## config.mk

```make
export PLATFORM = sky130hd
export DESIGN_NAME = spi_ctl_if
export DESIGN_NICKNAME = d
export VERILOG_FILES = /design/src/rtl/spi_ctl_pkg.sv /design/src/rtl/spi_ctl_sync.sv /design/src/rtl/spi_ctl_frame.sv /design/src/rtl/spi_ctl_regs.sv /design/src/rtl/spi_ctl_if.sv
export SDC_FILE = /design/constraint.sdc
export NUM_CORES = 1
export LEC_CHECK = 0
export ABC_AREA = 0
export BUFFER_PORTS_ARGS = -buffer_cell sky130_fd_sc_hd__buf_2
export CAP_MARGIN = 20
export CORE_MARGIN = 8
export CORE_UTILIZATION = 55
export CTS_CLUSTER_DIAMETER = 50
export DETAILED_ROUTE_END_ITERATION = 16
export HOLD_SLACK_MARGIN = 0.15
export PLACE_DENSITY = 0.78
export REMOVE_ABC_BUFFERS = 1
export SLEW_MARGIN = 5
export SYNTH_ARGS = -nofsm -noshare
export SYNTH_HDL_FRONTEND = slang
export SYNTH_SLANG_ARGS = --single-unit
```

## constraint.sdc

```tcl
create_clock -name clk -period 3.63 [get_ports clk]
set_clock_uncertainty 0.05 [all_clocks]
set_input_delay 0.1815 -clock clk [delete_from_list [all_inputs] [get_ports clk]]
set_output_delay 0.1815 -clock clk [all_outputs]
set_load 0.02 [all_outputs]
```

## src/rtl/spi_ctl_pkg.sv

```systemverilog
package spi_ctl_pkg;
  // Register addresses (decoded by the register bank)
  localparam int unsigned ADR_GATE     = 0;
  localparam int unsigned ADR_CFG_BASE = 1;
  // Status word bit positions
  localparam int unsigned ST_LATCH  = 15;
  localparam int unsigned ST_GLOBAL = 14;
endpackage

```

## src/rtl/spi_ctl_sync.sv

```systemverilog
module spi_ctl_sync #(
  parameter int unsigned W       = 3,
  parameter logic [W-1:0] RST_VAL = '0
) (
  input  logic         clk,
  input  logic         rst_n,
  input  logic [W-1:0] d_async,
  output logic [W-1:0] d_sync
);
  logic [W-1:0] stg1_q;
  logic [W-1:0] stg2_q;

  always_ff @(posedge clk or negedge rst_n) begin
    if (!rst_n) begin
      stg1_q <= RST_VAL;
      stg2_q <= RST_VAL;
    end else begin
      stg1_q <= d_async;
      stg2_q <= stg1_q;
    end
  end

  assign d_sync = stg2_q;
endmodule

```

## src/rtl/spi_ctl_frame.sv

```systemverilog
module spi_ctl_frame #(
  parameter int unsigned FRAME_W = 16,
  parameter int unsigned CNT_W   = 5
) (
  input  logic               clk,
  input  logic               rst_n,
  input  logic               sck_s,
  input  logic               csn_s,
  input  logic               si_s,
  input  logic [FRAME_W-1:0] status_word,
  output logic               so_bit,
  output logic               so_en,
  output logic               wr_stb,
  output logic [FRAME_W-1:0] wr_word,
  output logic [CNT_W-1:0]   bit_cnt
);
  localparam logic [CNT_W-1:0] CNT_MAX  = '1;
  localparam logic [CNT_W-1:0] CNT_FULL = CNT_W'(FRAME_W);

  logic               sck_d_q, csn_d_q, so_en_q;
  logic [FRAME_W-1:0] sh_in_q, sh_in_n;
  logic [FRAME_W-1:0] sh_out_q, sh_out_n;
  logic [CNT_W-1:0]   cnt_q, cnt_n;
  logic               sck_rise, sck_fall, csn_fall, csn_rise;

  always_comb begin
    sck_rise = sck_s & ~sck_d_q & ~csn_s;
    sck_fall = ~sck_s & sck_d_q & ~csn_s;
    csn_fall = ~csn_s & csn_d_q;
    csn_rise = csn_s & ~csn_d_q;

    sh_in_n = sh_in_q;
    if (sck_rise) sh_in_n = {sh_in_q[FRAME_W-2:0], si_s};

    sh_out_n = sh_out_q;
    if (csn_fall)      sh_out_n = status_word;
    else if (sck_fall) sh_out_n = {sh_out_q[FRAME_W-2:0], 1'b0};

    cnt_n = cnt_q;
    if (csn_fall)                         cnt_n = '0;
    else if (sck_rise && cnt_q != CNT_MAX) cnt_n = cnt_q + 1'b1;
  end

  always_ff @(posedge clk or negedge rst_n) begin
    if (!rst_n) begin
      sck_d_q  <= 1'b0;
      csn_d_q  <= 1'b1;
      so_en_q  <= 1'b0;
      sh_in_q  <= '0;
      sh_out_q <= '0;
      cnt_q    <= '0;
    end else begin
      sck_d_q  <= sck_s;
      csn_d_q  <= csn_s;
      so_en_q  <= ~csn_s;
      sh_in_q  <= sh_in_n;
      sh_out_q <= sh_out_n;
      cnt_q    <= cnt_n;
    end
  end

  assign so_bit  = sh_out_q[FRAME_W-1];
  assign so_en   = so_en_q;
  assign wr_stb  = csn_rise && (cnt_q == CNT_FULL);
  assign wr_word = sh_in_q;
  assign bit_cnt = cnt_q;
endmodule

```

## src/rtl/spi_ctl_regs.sv

```systemverilog
module spi_ctl_regs
  import spi_ctl_pkg::*;
#(
  parameter int unsigned NCH    = 6,
  parameter int unsigned ADDR_W = 4,
  parameter int unsigned DATA_W = 12,
  parameter int unsigned CFG_W  = 8
) (
  input  logic                 clk,
  input  logic                 rst_n,
  input  logic                 wr_stb,
  input  logic [ADDR_W-1:0]    wr_addr,
  input  logic [DATA_W-1:0]    wr_data,
  output logic [NCH-1:0]       gate_ctl,
  output logic [NCH*CFG_W-1:0] fault_cfg,
  output logic [NCH-1:0]       fault_mask,
  output logic                 rst_latch
);
  localparam logic [ADDR_W-1:0] A_GATE = ADDR_W'(ADR_GATE);
  localparam logic [ADDR_W-1:0] A_MASK = ADDR_W'(ADR_CFG_BASE + NCH);

  logic           gate_we, mask_we;
  logic [NCH-1:0] gate_q, gate_n, mask_q, mask_n;
  logic           latch_q, latch_n;

  always_comb begin
    gate_we = wr_stb && (wr_addr == A_GATE);
    mask_we = wr_stb && (wr_addr == A_MASK);
    gate_n  = gate_we ? wr_data[NCH-1:0] : gate_q;
    mask_n  = mask_we ? wr_data[NCH-1:0] : mask_q;
    latch_n = wr_stb ? 1'b0 : latch_q;
  end

  always_ff @(posedge clk or negedge rst_n) begin
    if (!rst_n) begin
      gate_q  <= '0;
      mask_q  <= '0;
      latch_q <= 1'b1;
    end else begin
      gate_q  <= gate_n;
      mask_q  <= mask_n;
      latch_q <= latch_n;
    end
  end

  for (genvar ch = 0; ch < NCH; ch++) begin : g_cfg
    logic             cfg_we;
    logic [CFG_W-1:0] cfg_q, cfg_n;

    always_comb begin
      cfg_we = wr_stb && (wr_addr == ADDR_W'(ADR_CFG_BASE + ch));
      cfg_n  = cfg_we ? wr_data[CFG_W-1:0] : cfg_q;
    end

    always_ff @(posedge clk or negedge rst_n) begin
      if (!rst_n) cfg_q <= '0;
      else        cfg_q <= cfg_n;
    end

    assign fault_cfg[ch*CFG_W +: CFG_W] = cfg_q;
  end

  assign gate_ctl   = gate_q;
  assign fault_mask = mask_q;
  assign rst_latch  = latch_q;
endmodule

```

## src/rtl/spi_ctl_if.sv

```systemverilog
module spi_ctl_if
  import spi_ctl_pkg::*;
#(
  parameter int unsigned NCH     = 6,
  parameter int unsigned FRAME_W = 16,
  parameter int unsigned ADDR_W  = 4,
  parameter int unsigned CFG_W   = 8
) (
  input  logic                 clk,
  input  logic                 rst_n,
  input  logic                 spi_sck,
  input  logic                 spi_csn,
  input  logic                 spi_si,
  output logic                 spi_so,
  output logic                 spi_so_en,
  input  logic [NCH-1:0]       fault_in,
  output logic [NCH-1:0]       gate_ctl,
  output logic [NCH*CFG_W-1:0] fault_cfg,
  output logic [NCH-1:0]       fault_mask
);
  localparam int unsigned DATA_W = FRAME_W - ADDR_W;
  localparam int unsigned CNT_W  = $clog2(FRAME_W + 2);

  logic [1:0]         rst_pipe_q;
  logic               rst_n_s;
  logic [2:0]         pins_s;
  logic               sck_s, csn_s, si_s;
  logic [FRAME_W-1:0] status_word, wr_word;
  logic               wr_stb, rst_latch;
  logic [ADDR_W-1:0]  wr_addr;
  logic [CNT_W-1:0]   bit_cnt;

  // Reset asserts at once, releases after two clock edges
  always_ff @(posedge clk or negedge rst_n) begin
    if (!rst_n) rst_pipe_q <= '0;
    else        rst_pipe_q <= {rst_pipe_q[0], 1'b1};
  end
  assign rst_n_s = rst_pipe_q[1];

  spi_ctl_sync #(.W(3), .RST_VAL(3'b010)) u_sync (
    .clk     (clk),
    .rst_n   (rst_n_s),
    .d_async ({spi_sck, spi_csn, spi_si}),
    .d_sync  (pins_s)
  );
  assign {sck_s, csn_s, si_s} = pins_s;

  always_comb begin
    status_word            = '0;
    status_word[ST_LATCH]  = rst_latch;
    status_word[ST_GLOBAL] = |(fault_in & ~fault_mask);
    status_word[NCH-1:0]   = fault_in;
  end

  spi_ctl_frame #(.FRAME_W(FRAME_W), .CNT_W(CNT_W)) u_frame (
    .clk         (clk),
    .rst_n       (rst_n_s),
    .sck_s       (sck_s),
    .csn_s       (csn_s),
    .si_s        (si_s),
    .status_word (status_word),
    .so_bit      (spi_so),
    .so_en       (spi_so_en),
    .wr_stb      (wr_stb),
    .wr_word     (wr_word),
    .bit_cnt     (bit_cnt)
  );

  assign wr_addr = wr_word[FRAME_W-1 -: ADDR_W];

  spi_ctl_regs #(.NCH(NCH), .ADDR_W(ADDR_W), .DATA_W(DATA_W), .CFG_W(CFG_W)) u_regs (
    .clk        (clk),
    .rst_n      (rst_n_s),
    .wr_stb     (wr_stb),
    .wr_addr    (wr_addr),
    .wr_data    (wr_word[DATA_W-1:0]),
    .gate_ctl   (gate_ctl),
    .fault_cfg  (fault_cfg),
    .fault_mask (fault_mask),
    .rst_latch  (rst_latch)
  );
endmodule

```

# == Word level (Yosys, flattened, before mapping) ==
# Index checks and enable logic that the tools add are counted.
# word_totals
ff_bits,109
elab_cells,58
output_inout_bits,62
inputBits,11
# classes
n_eq_ne,9
n_reduce_logical,14
n_mux,4
n_addsub,1
n_bitwise,12
# op_table
cell,n
$mux 16,2
$eq 4x3->1 const B,4
$logic_and 1x1->1,10
$mux 5,2
$eq 4x2->1 const B,2
$and 1x1->1,6
$and 6x6->6,1
$not 6->6,1
$reduce_or 6->1,1
$add 5x1->5 const B,1
$eq 5x5->1 const B,1
$ne 5x5->1 const B,1
$eq 4x1->1 const B,1
$logic_not 4->1,1
$not 1->1,4
$reduce_bool 2->1,2

# == Depth between registers and ports, before layout ==
# Gate-level depths: netlist of run 1.
# logic_depth
word_depth,6
ltp_mapped,7
ltp_nobuf,7

# == Hierarchy ==
# A second synthesis of run 1 with hierarchy kept.
# unflattened
cells_unflattened,297
hier_area_um2,4282.9
# modules_own_cells
module,cells_per_inst,area_each_um2,instances
spi_ctl_regs,136,2348.5,1
spi_ctl_frame,141,1676.6,1
spi_ctl_sync,6,152.6,1
spi_ctl_if,14,105.1,1

# == Least setup slack after synthesis of run 1 ==
# Ideal clock, no wire load.
# synth_path
path_type,register -> register
start,reg u_frame.cnt_q[0] (netlist: u_frame.bit_cnt[0])
end,reg u_regs.g_cfg[0].cfg_q[0]
path_stages_with_launch,7
path_slack_ns,1.786
arrival_time_ns,1.670
t_required_ns,3.455
setup_time_ns,0.125
path_cell_list,dfrtp_1 -> inv_1 -> ha_1 -> and4bb_4 -> nand3_4 -> nor4_4 -> mux2_2
# synth_between
elab_chain_len,3
# synth_rtl
element,line_no,text
"start, declared",spi_ctl_frame.sv:23,"logic [CNT_W-1:0] cnt_q, cnt_n;"
"start signal, assigned",spi_ctl_frame.sv:58,cnt_q <= cnt_n;
$eq 5x5->1,spi_ctl_frame.sv:64,assign wr_stb = csn_rise && (cnt_q == CNT_FULL);
$logic_and 1x1->1,spi_ctl_frame.sv:64,
$logic_and 1x1->1,spi_ctl_regs.sv:51,cfg_we = wr_stb && (wr_addr == ADDR_W'(ADR_CFG_BASE + ch));
"end signal, assigned",spi_ctl_regs.sv:57,else cfg_q <= cfg_n;
"end, declared",spi_ctl_regs.sv:48,"logic [CFG_W-1:0] cfg_q, cfg_n;"
# No other way between the ends.
# A chain may end at the register's enable or synchronous reset.

# == Worst setup path in the final report of run 1 ==
# layout_path
start,reg u_frame.cnt_q[0] (netlist: u_frame.bit_cnt[0])
end,reg u_regs.g_cfg[0].cfg_q[2]
# Same word-level chain as after synthesis.

==> impl_metrics.toml, run 1 <==
[drt]
drc = 0
drt_pass1_iterations = 4
wl_per_cell_um = 18.0
drt_wl_total_mm = 8.53
vias = 2522
drt.antenna.violating_nets = 0
drtIter0Drc = 63
avgViaCountPerCell = 5.31

[floorplan]
die_h_um = 104
ios = 73
initial_utilization = 0.560
design.core.area_um2 = 7610
num_rows = 32
die_w_um = 104
die-area_um2 = 10800

[worst_setup_path]
critPathKind = "reg2reg"
reg2regPathDepth = 6
reg2reg_to = "u_regs.g_cfg[0].cfg_q[2]"
path_buf_inv = 1
slowest_stage = "nor4_4"
critPathRequiredTime_ns = 3.84
worstPathArrival_ns = 2.34
r2r_slack_ns = 1.50
cp_slowest_stage_delay_ns = 0.53
cpLargestDelayFamily = "simple AND/OR/NAND/NOR gates"
cp_max_fo = 8
crit_cells = 6
crit_chain = "inv_1 -> ha_1 -> and4bb_4 -> nand3_4 -> nor4_4 -> mux2_2"
cp-end-kind = "flip-flop"
r2r_start = "u_frame.bit_cnt[0]"
startpoint_type = "flip-flop"

[yosys]
synth_area_leaders = "dfrtp_1, mux2_2, dfstp_2"
syn_area_um2 = 4260
yosys.area_share.xor_xnor = 0.00411
yosys.area_share.simple = 0.0666
synth_commonest_cells = "dfrtp_1, mux2_2, inv_1"
synth_compound_area_frac = 0.0481
synth_cell_types = 39
yosys_register_bits = 109
seq_area_frac_synth = 0.641
yosys_warnings = 0
netlist.area_leader.share = 0.616
synth_top_area_cell = "dfrtp_1"
synth_most_common_cell = "dfrtp_1"
syn_inst = 281
synth_top_family_by_area = "multiplexers"
synthMuxAreaShare = 0.201
synth_area_per_cell_um2 = 15.2
synth-edff-count = 0
yosys.area_share.adder = 0.00881
ys.flop_type = "dfrtp_1"
async_reset_ff_frac = 1.00

[sta]
worstMarginPinSlew_ns = 0.680
report.final.hold_viol_count = 0
maxSlewHeadroom = 0.543
setup_viol = 0
fin_crit_ns = 2.13
fmax_mhz = 470
finalMaxSlewViolations = 0
finalSetupTns_ns = 0
finalCritPeriodShare = 0.586
rsz0062_at_grt = "no"

[place]
gp_congestion = 0.785
io_buffers = 72
place_area_um2 = 4710
dp_hpwl_mm = 5.79

[clocking]
numCtsBuffers = 9
clk_path_buf_depth = 2
cts_tree = "yes"
cts_sinks = 109
clkLatencyLatePin_ns = 0.37
path_clk_slew_ns = 0.11
htreeDepth = 3
post_cts_resized = 0
cts-root-buf = "clkbuf_8"

[cells_and_area]
ff_latch_area_um2 = 2740
area_growth_pct = 18.9
insertedDiodeCount = 0
multiInputGateArea_um2 = 1410
num-fill-cells = 575
drive_gt1_frac = 0.501
fin_nets = 382
final_cell_area_um2 = 5070
fin_util = 0.666

[global_routing]
grt_pass1_vias = 2678
antenna_found_initial = 0
grt_usage = 0.163
grt_overflow = 0
grt_pass1_wl_mm = 14.1
grt_max_degree = 91

[flow_run]
cap_violations = 0

[run_status]
status = "complete, no violations"

[pwr]
power_density_nw_per_um2 = 453
p_leak_nw = 2.69
ir_worst_vdd_v = 0.000332

[min_path]
min_path_type = "reg2async"
==> sequential cells by signal, summed over array words and instances, names as in the netlist <==
signal	cells
u_regs.g_cfg.cfg_q	48
u_frame.sh_out_q	16
u_frame.wr_word	16
u_regs.fault_mask	6
u_regs.gate_ctl	6
u_frame.bit_cnt	5
u_sync.d_sync	3
u_sync.stg1_q	3
rst_pipe_q	2
u_frame.csn_d_q	1
u_frame.sck_d_q	1
u_frame.so_en	1
u_regs.rst_latch	1
==> cell usage in the layout (no fill, tap or decap), types with 2 or more instances in the layout <==
master	count
dlygate4sd3_1	11
nor2_1	7
and2b_2	2
o22ai_1	4
dfrtp_1	104
nand3_4	3
nand2_1	6
a222oi_1	5
a22o_1	10
dfstp_2	4
buf_4	3
xor2_1	2
o31ai_1	2
mux2_2	76
buf_2	73
nand2b_1	2
nor2b_1	2
ha_1	3
clkbuf_8	9
a21oi_1	2
inv_6	3
inv_1	16
==> per-stage QoR <==
| stage | hold WS [ns] | cells | worst slack, ns | power [mW] |
|---|---|---|---|---|
| 3_3_place_gp | -0.0826 | 445 | 1.53 | 1.54 |
| 2_1_floorplan | -0.164 | 269 | 0.326 | 1.46 |
| 5_1_grt | 0.313 | 475 | 1.36 | 2.40 |
| 3_5_place_dp | -0.0800 | 445 | 1.50 | 1.54 |
| 4_1_cts | 0.312 | 472 | 1.49 | 2.32 |
| 6_report | 0.287 | 475 | 1.50 | 2.30 |
==> power breakdown <==
part	internal (mW)	switching (mW)	total, mW
Sequential	1.28	0.125	1.40
Clock	0.337	0.434	0.771
Combinational	0.0718	0.0527	0.124
Total	1.69	0.612	2.30
==> final cells by class <==
cell class,count,area share
clock inverter,7,0.0180
sequential,109,0.540
multi-input combinational,144,0.278
inverter,16,0.0119
timing repair buffer,88,0.102
clock buffer,9,0.0244
tap,102,0.0252
==> worst register-to-register path, stage by stage (launching register included) <==
cell and delay [ns]:
dfrtp_1 0.44, inv_1 0.08, ha_1 0.14, and4bb_4 0.26
nand3_4 0.11, nor4_4 0.53, mux2_2 0.41
==> routing by layer <==
layer | global-route usage | routed length [um]
met4 | 0.0620 | 132
met5 | 0 | 0
met2 | 0.256 | 4040
met3 | 0.0700 | 637
met1 | 0.196 | 3730
==> worst max-delay path by stage <==
stage | end | start
after floorplan | u_frame.bit_cnt[0] | rst_pipe_q[1]
after global placement | u_regs.g_cfg[0].cfg_q[3] | u_sync.d_sync[1]
after detailed placement | u_regs.g_cfg[0].cfg_q[0] | u_frame.bit_cnt[0]
after CTS | u_regs.g_cfg[0].cfg_q[2] | u_frame.bit_cnt[0]
after global routing | u_regs.g_cfg[0].cfg_q[3] | u_frame.bit_cnt[0]
final | u_regs.g_cfg[0].cfg_q[2] | u_frame.bit_cnt[0]
==> what timing repair did <==
action | CTS | global route
buffers inserted | 0 | 0
hold endpoints to repair | 11 | 0
hold buffers | 11 | 0
==> cells by family after synthesis <==
family / count (synthesis)
flops: 109
mux: 76
simple gates: 36
buf+inv: 28
compound gates: 26
fa+ha+maj: 3
xor+xnor: 2
other cells: 1
(Power assumes the default switching activity.)
==> run 2, diff against run 1 <==
clock period = 2.1 ns   (was 3.63 ns; I/O delays follow)
==> run 2 against run 1 <==
  * Sequential share of layout area shrank 0.48 points
  * Cell count grew 1.5%
  * Maximum frequency grew 8.8%
  * Utilization grew 0.59 points
  * Critical path depth grew 2
  * Critical path type unchanged
  * Largest cell class unchanged
  * Largest power group unchanged
  * Highest routed layer unchanged
==> impl_metrics.toml, run 2 (synthesis gave the netlist of run 1 again) <==
[clocking]
clk_path_buf_depth = 2
clkLatencyLatePin_ns = 0.37
cts_sinks = 109
numCtsBuffers = 9
cts_tree = "yes"
path_clk_slew_ns = 0.11
htreeDepth = 3
cts-root-buf = "clkbuf_8"

[place]
dp_worst_setup_slack_ns = 0.101
gp_congestion = 0.779
io_buffers = 72
dp_hpwl_mm = 6.11

[worst_setup_path]
critPathKind = "reg2reg"
cp_common_cell = "ha_1"
worstPathArrival_ns = 2.17
cp_slowest_stage_delay_ns = 0.43
r2r_start = "u_frame.bit_cnt[0]"
reg2regPathDepth = 8
cpLargestDelayFamily = "simple AND/OR/NAND/NOR gates"
cp_max_fo = 5
reg2reg_to = "u_frame.bit_cnt[3]"
path_buf_inv = 1
crit_chain = "ha_1 -> and3_1 -> ha_1 -> nor4b_1 -> buf_4 -> nand4_1 -> xor2_1 -> nor2_1"
slowest_stage = "dfrtp_1"
r2r_slack_ns = 0.14
critPathRequiredTime_ns = 2.32
startpoint_type = "flip-flop"
cp-end-kind = "flip-flop"

[pwr]
combPwrFrac = 0.058
ir_worst_vdd_v = 0.000423
netSwitchingFraction = 0.276
p_leak_nw = 2.72
pwr-share-clk = 0.316
power_density_nw_per_um2 = 757
cell_internal_pwr_mw = 2.80
p_sw_mw = 1.07
p_seq_frac = 0.626

[min_path]
min_path_type = "reg2async"

[drt]
drt_wl_total_mm = 8.63
drc = 0
drtIter0Drc = 87
wl_per_cell_um = 17.9
avgViaCountPerCell = 5.35
drt_pass1_iterations = 5
vias = 2579
drt.antenna.violating_nets = 0

[sta]
finalCritPeriodShare = 0.932
fin_crit_ns = 1.96
finalMaxSlewViolations = 0
rsz0062_at_grt = "no"
worst_slack_ns = 0.143
worstMarginPinSlew_ns = 0.624
report.final.hold_viol_count = 0
maxSlewHeadroom = 0.581
finalSetupTns_ns = 0
fmax_mhz = 511
setup_viol = 0

[floorplan]
die_h_um = 104
initial_utilization = 0.560
num_rows = 32
ios = 73
die_w_um = 104
design.core.area_um2 = 7610
die-area_um2 = 10800

[global_routing]
grt_overflow = 0
grt_max_degree = 50
grt_pass1_wl_mm = 14.4
grt_pass1_vias = 2862
grt_usage = 0.165
antenna_found_initial = 0

[cells_and_area]
multiInputGateArea_um2 = 1410
layout_common_cells = "dfrtp_1, mux2_2, buf_2"
fin_nets = 389
ff_latch_area_um2 = 2740
area_growth_pct = 19.9
largest_register_ffs = 48
insertedDiodeCount = 0
regMostFlops = "u_regs.g_cfg.cfg_q"
num-fill-cells = 556
drive_gt1_frac = 0.511
final_common_cell = "dfrtp_1"

[run_status]
status = "complete, no violations"

[flow_run]
cap_violations = 0
==> run 2: cell count changes in the layout (fill, tap and decap cells not counted), sizes merged <==
cell,change
clkbuf,+1
buf,+7
bufinv,-1
==> run 2: layout make-up <==
class	instances	share of cell area
flip-flops and latches	109	0.535
multi-input cells	144	0.276
repair buffers	95	0.115
clock buffers	10	0.0250
inverters	16	0.0117
clock inverters	6	0.0125
well taps	102	0.0250
==> run 2: worst max path at each step <==
stage                            start                       end  cells past startpoint
floorplan                rst_pipe_q[1]        u_frame.bit_cnt[0]                      0
CTS                 u_frame.bit_cnt[0]  u_regs.g_cfg[1].cfg_q[2]                      6
global route        u_frame.bit_cnt[0]        u_frame.bit_cnt[3]                      8
detailed placement  u_frame.bit_cnt[0]  u_regs.g_cfg[1].cfg_q[2]                      6
global placement      u_sync.d_sync[1]  u_regs.g_cfg[1].cfg_q[0]                      4
finish              u_frame.bit_cnt[0]        u_frame.bit_cnt[3]                      8
==> run 2: power by group through the flow <==
stage | clock network [mW] | logic [mW] | registers, mW
after floorplan | 0 | 0.133 | 2.39
after global placement | 0 | 0.203 | 2.46
after detailed placement | 0 | 0.212 | 2.47
after CTS | 1.27 | 0.229 | 2.43
after global routing | 1.33 | 0.253 | 2.45
final | 1.22 | 0.225 | 2.42
==> run 2: metal layers <==
| layer | vias up | share of wire | GRT usage |
|---|---|---|---|
| li1 | 1184 | - | - |
| met1 | 1305 | 0.42 | 0.193 |
| met2 | 77 | 0.49 | 0.273 |
| met3 | 13 | 0.072 | 0.0589 |
| met4 | 0 | 0.014 | 0.0610 |
| met5 | - | 0 | 0 |
==> run 2: stage by stage <==
step                      hold WS [ns]  instances  area (um^2)  power, mW  utilization
after global routing             0.290        482         5110       4.04        0.672
after global placement          -0.159        455         4810       2.67        0.632
after CTS                        0.272        482         5110       3.93        0.672
after detailed placement        -0.158        455         4810       2.68        0.632
final                            0.250        482         5110       3.87        0.672
after floorplan                 -0.241        269         4200       2.52            -
==> run 2: what timing repair did <==
action,in CTS,in global routing
resized for setup,0,1
setup endpoints to repair,0,12
hold endpoints to repair,11,0
hold buffers,11,0
setup buffers,0,0
==> run 3, diff against run 2 <==
CORE_MARGIN = 4   (was 8)
CORE_UTILIZATION = 29   (was 55)
PLACE_DENSITY = default   (was 0.78)
SKIP_CTS_REPAIR_TIMING = 1   (was default)
==> run 3 against run 2 <==
  * Flip-flop and latch count unchanged
  * Total power increased by 16%
  * Clock power grew 51%
  * Sequential share of layout area shrank 2.3 points
  * Critical path type unchanged
  * Critical endpoint is now u_regs.g_cfg[0].cfg_q[0]
  * Largest cell class unchanged
==> impl_metrics.toml, run 3 (synthesis gave the netlist of run 1 again) <==
[global_routing]
grt_pass1_wl_mm = 14.5
grt_pass1_vias = 2660
grt_max_degree = 108
grt_overflow = 0
grt_usage = 0.112
antenna_found_initial = 0

[cells_and_area]
regMostFlops = "u_regs.g_cfg.cfg_q"
num-fill-cells = 1419
fin_nets = 388
ff_latch_area_um2 = 2740
multiInputGateArea_um2 = 1420
area_growth_pct = 25.3
largest_register_ffs = 48
drive_gt1_frac = 0.515
layout_common_cells = "dfrtp_1, mux2_2, buf_2"
layout.cells.non_filler = 563
insertedDiodeCount = 0
final_common_cell = "dfrtp_1"

[sta]
rsz0062_at_grt = "no"
setup_viol = 0
fin_crit_ns = 1.95
report.final.hold_viol_count = 0
worst_slack_ns = 0.152
finalCritPeriodShare = 0.928
whs_ns = 0.299
fmax_mhz = 513
finalMaxSlewViolations = 0
maxSlewHeadroom = 0.620
worstMarginPinSlew_ns = 0.570

[flow_run]
cap_violations = 0

[drt]
drt.antenna.violating_nets = 0
wl_per_cell_um = 15.8
drt_wl_total_mm = 8.90
drt_pass1_iterations = 4
top_layer = "met4"
vias = 2570
drtIter0Drc = 125
drc = 0
wl_met2_mm = 4.15
met1_length_mm = 4.19
dr_wl_met3_um = 463
avgViaCountPerCell = 4.56

[floorplan]
design.core.area_um2 = 14500
die-area_um2 = 16700
num_rows = 44
initial_utilization = 0.294
ios = 73
die_w_um = 129
die_h_um = 129

[worst_setup_path]
crit_chain = "inv_1 -> ha_1 -> and4bb_4 -> nand3_4 -> nor4_4 -> buf_4 -> mux2_2"
path_buf_inv = 2
critPathRequiredTime_ns = 2.28
cp_max_fo = 8
cp_slowest_stage_delay_ns = 0.42
worstPathArrival_ns = 2.13
cp-end-kind = "flip-flop"
critPathKind = "reg2reg"
slowest_stage = "dfrtp_1"
startpoint_type = "flip-flop"
cpLargestDelayFamily = "simple AND/OR/NAND/NOR gates"

[clocking]
cts_sinks = 109
clk_path_buf_depth = 2
path_clk_slew_ns = 0.07
htreeDepth = 3
cts-root-buf = "clkbuf_16"
cts_tree = "yes"
numCtsBuffers = 9
clkLatencyLatePin_ns = 0.35

[pwr]
power_density_nw_per_um2 = 840
combPwrFrac = 0.052
pwr-share-clk = 0.411
ir_worst_vdd_v = 0.000476
netSwitchingFraction = 0.243
p_sw_mw = 1.09
cell_internal_pwr_mw = 3.40
p_seq_frac = 0.537
p_leak_nw = 2.78

[place]
gp_congestion = 0.791
io_buffers = 72
dp_hpwl_mm = 6.16
dp_worst_setup_slack_ns = 0.106
place_inst = 536

[run_status]
status = "complete, no violations"

[min_path]
min_path_type = "reg2reg"
run 3: cell types whose count changed in the layout (fill, tap and decap cells not counted), moves of 2 or more:
cell       delta
clkbuf_8      -9
clkbuf_16     +9
bufinv_16     +2
inv_6         -2
run 3: power by group through the flow:
stage / clock network, mW / logic (mW) / registers, mW
2_1_floorplan: 0 / 0.133 / 2.39
3_3_place_gp: 0 / 0.217 / 2.46
3_5_place_dp: 0 / 0.225 / 2.46
4_1_cts: 1.90 / 0.225 / 2.42
5_1_grt: 1.99 / 0.267 / 2.44
6_report: 1.84 / 0.236 / 2.41
run 3: final cells by class:
class | count | area share
sequential | 109 | 0.512
multi-input combinational | 144 | 0.265
timing repair buffer | 94 | 0.106
tap | 184 | 0.0431
clock buffer | 9 | 0.0422
clock inverter | 7 | 0.0199
inverter | 16 | 0.0112
run 3: final timing paths:
check	from	endpoint	slack (ns)	cells after the start
hold / removal	u_sync.stg1_q[2]	u_sync.d_sync[2]	0.30	0
setup reg to reg	u_frame.bit_cnt[0]	u_regs.g_cfg[0].cfg_q[0]	0.15	7
setup / recovery	u_frame.bit_cnt[0]	u_regs.g_cfg[0].cfg_q[0]	0.15	7
min in group asynchronous	rst_pipe_q[1]	u_regs.g_cfg[0].cfg_q[7]	0.33	1
max in group asynchronous	rst_pipe_q[1]	u_regs.fault_mask[3]	1.22	1
hold reg to reg	u_sync.stg1_q[2]	u_sync.d_sync[2]	0.30	0
run 3: through the flow:
| stage | util | total power [mW] | TNS [ns] | instance area, um^2 |
|---|---|---|---|---|
| 2_1_floorplan | - | 2.52 | -125.70 | 4200 |
| 3_3_place_gp | 0.338 | 2.68 | 0 | 4890 |
| 3_5_place_dp | 0.338 | 2.68 | 0 | 4890 |
| 4_1_cts | 0.361 | 4.54 | 0 | 5220 |
| 5_1_grt | 0.369 | 4.70 | 0 | 5340 |
| 6_report | 0.369 | 4.49 | 0 | 5340 |
run 3: metal layers:
layer | up-vias | GRT usage
met4 | 0 | 0.0296
met1 | 1313 | 0.152
met3 | 9 | 0.0383
li1 | 1195 | -
met2 | 53 | 0.171
met5 | - | 0
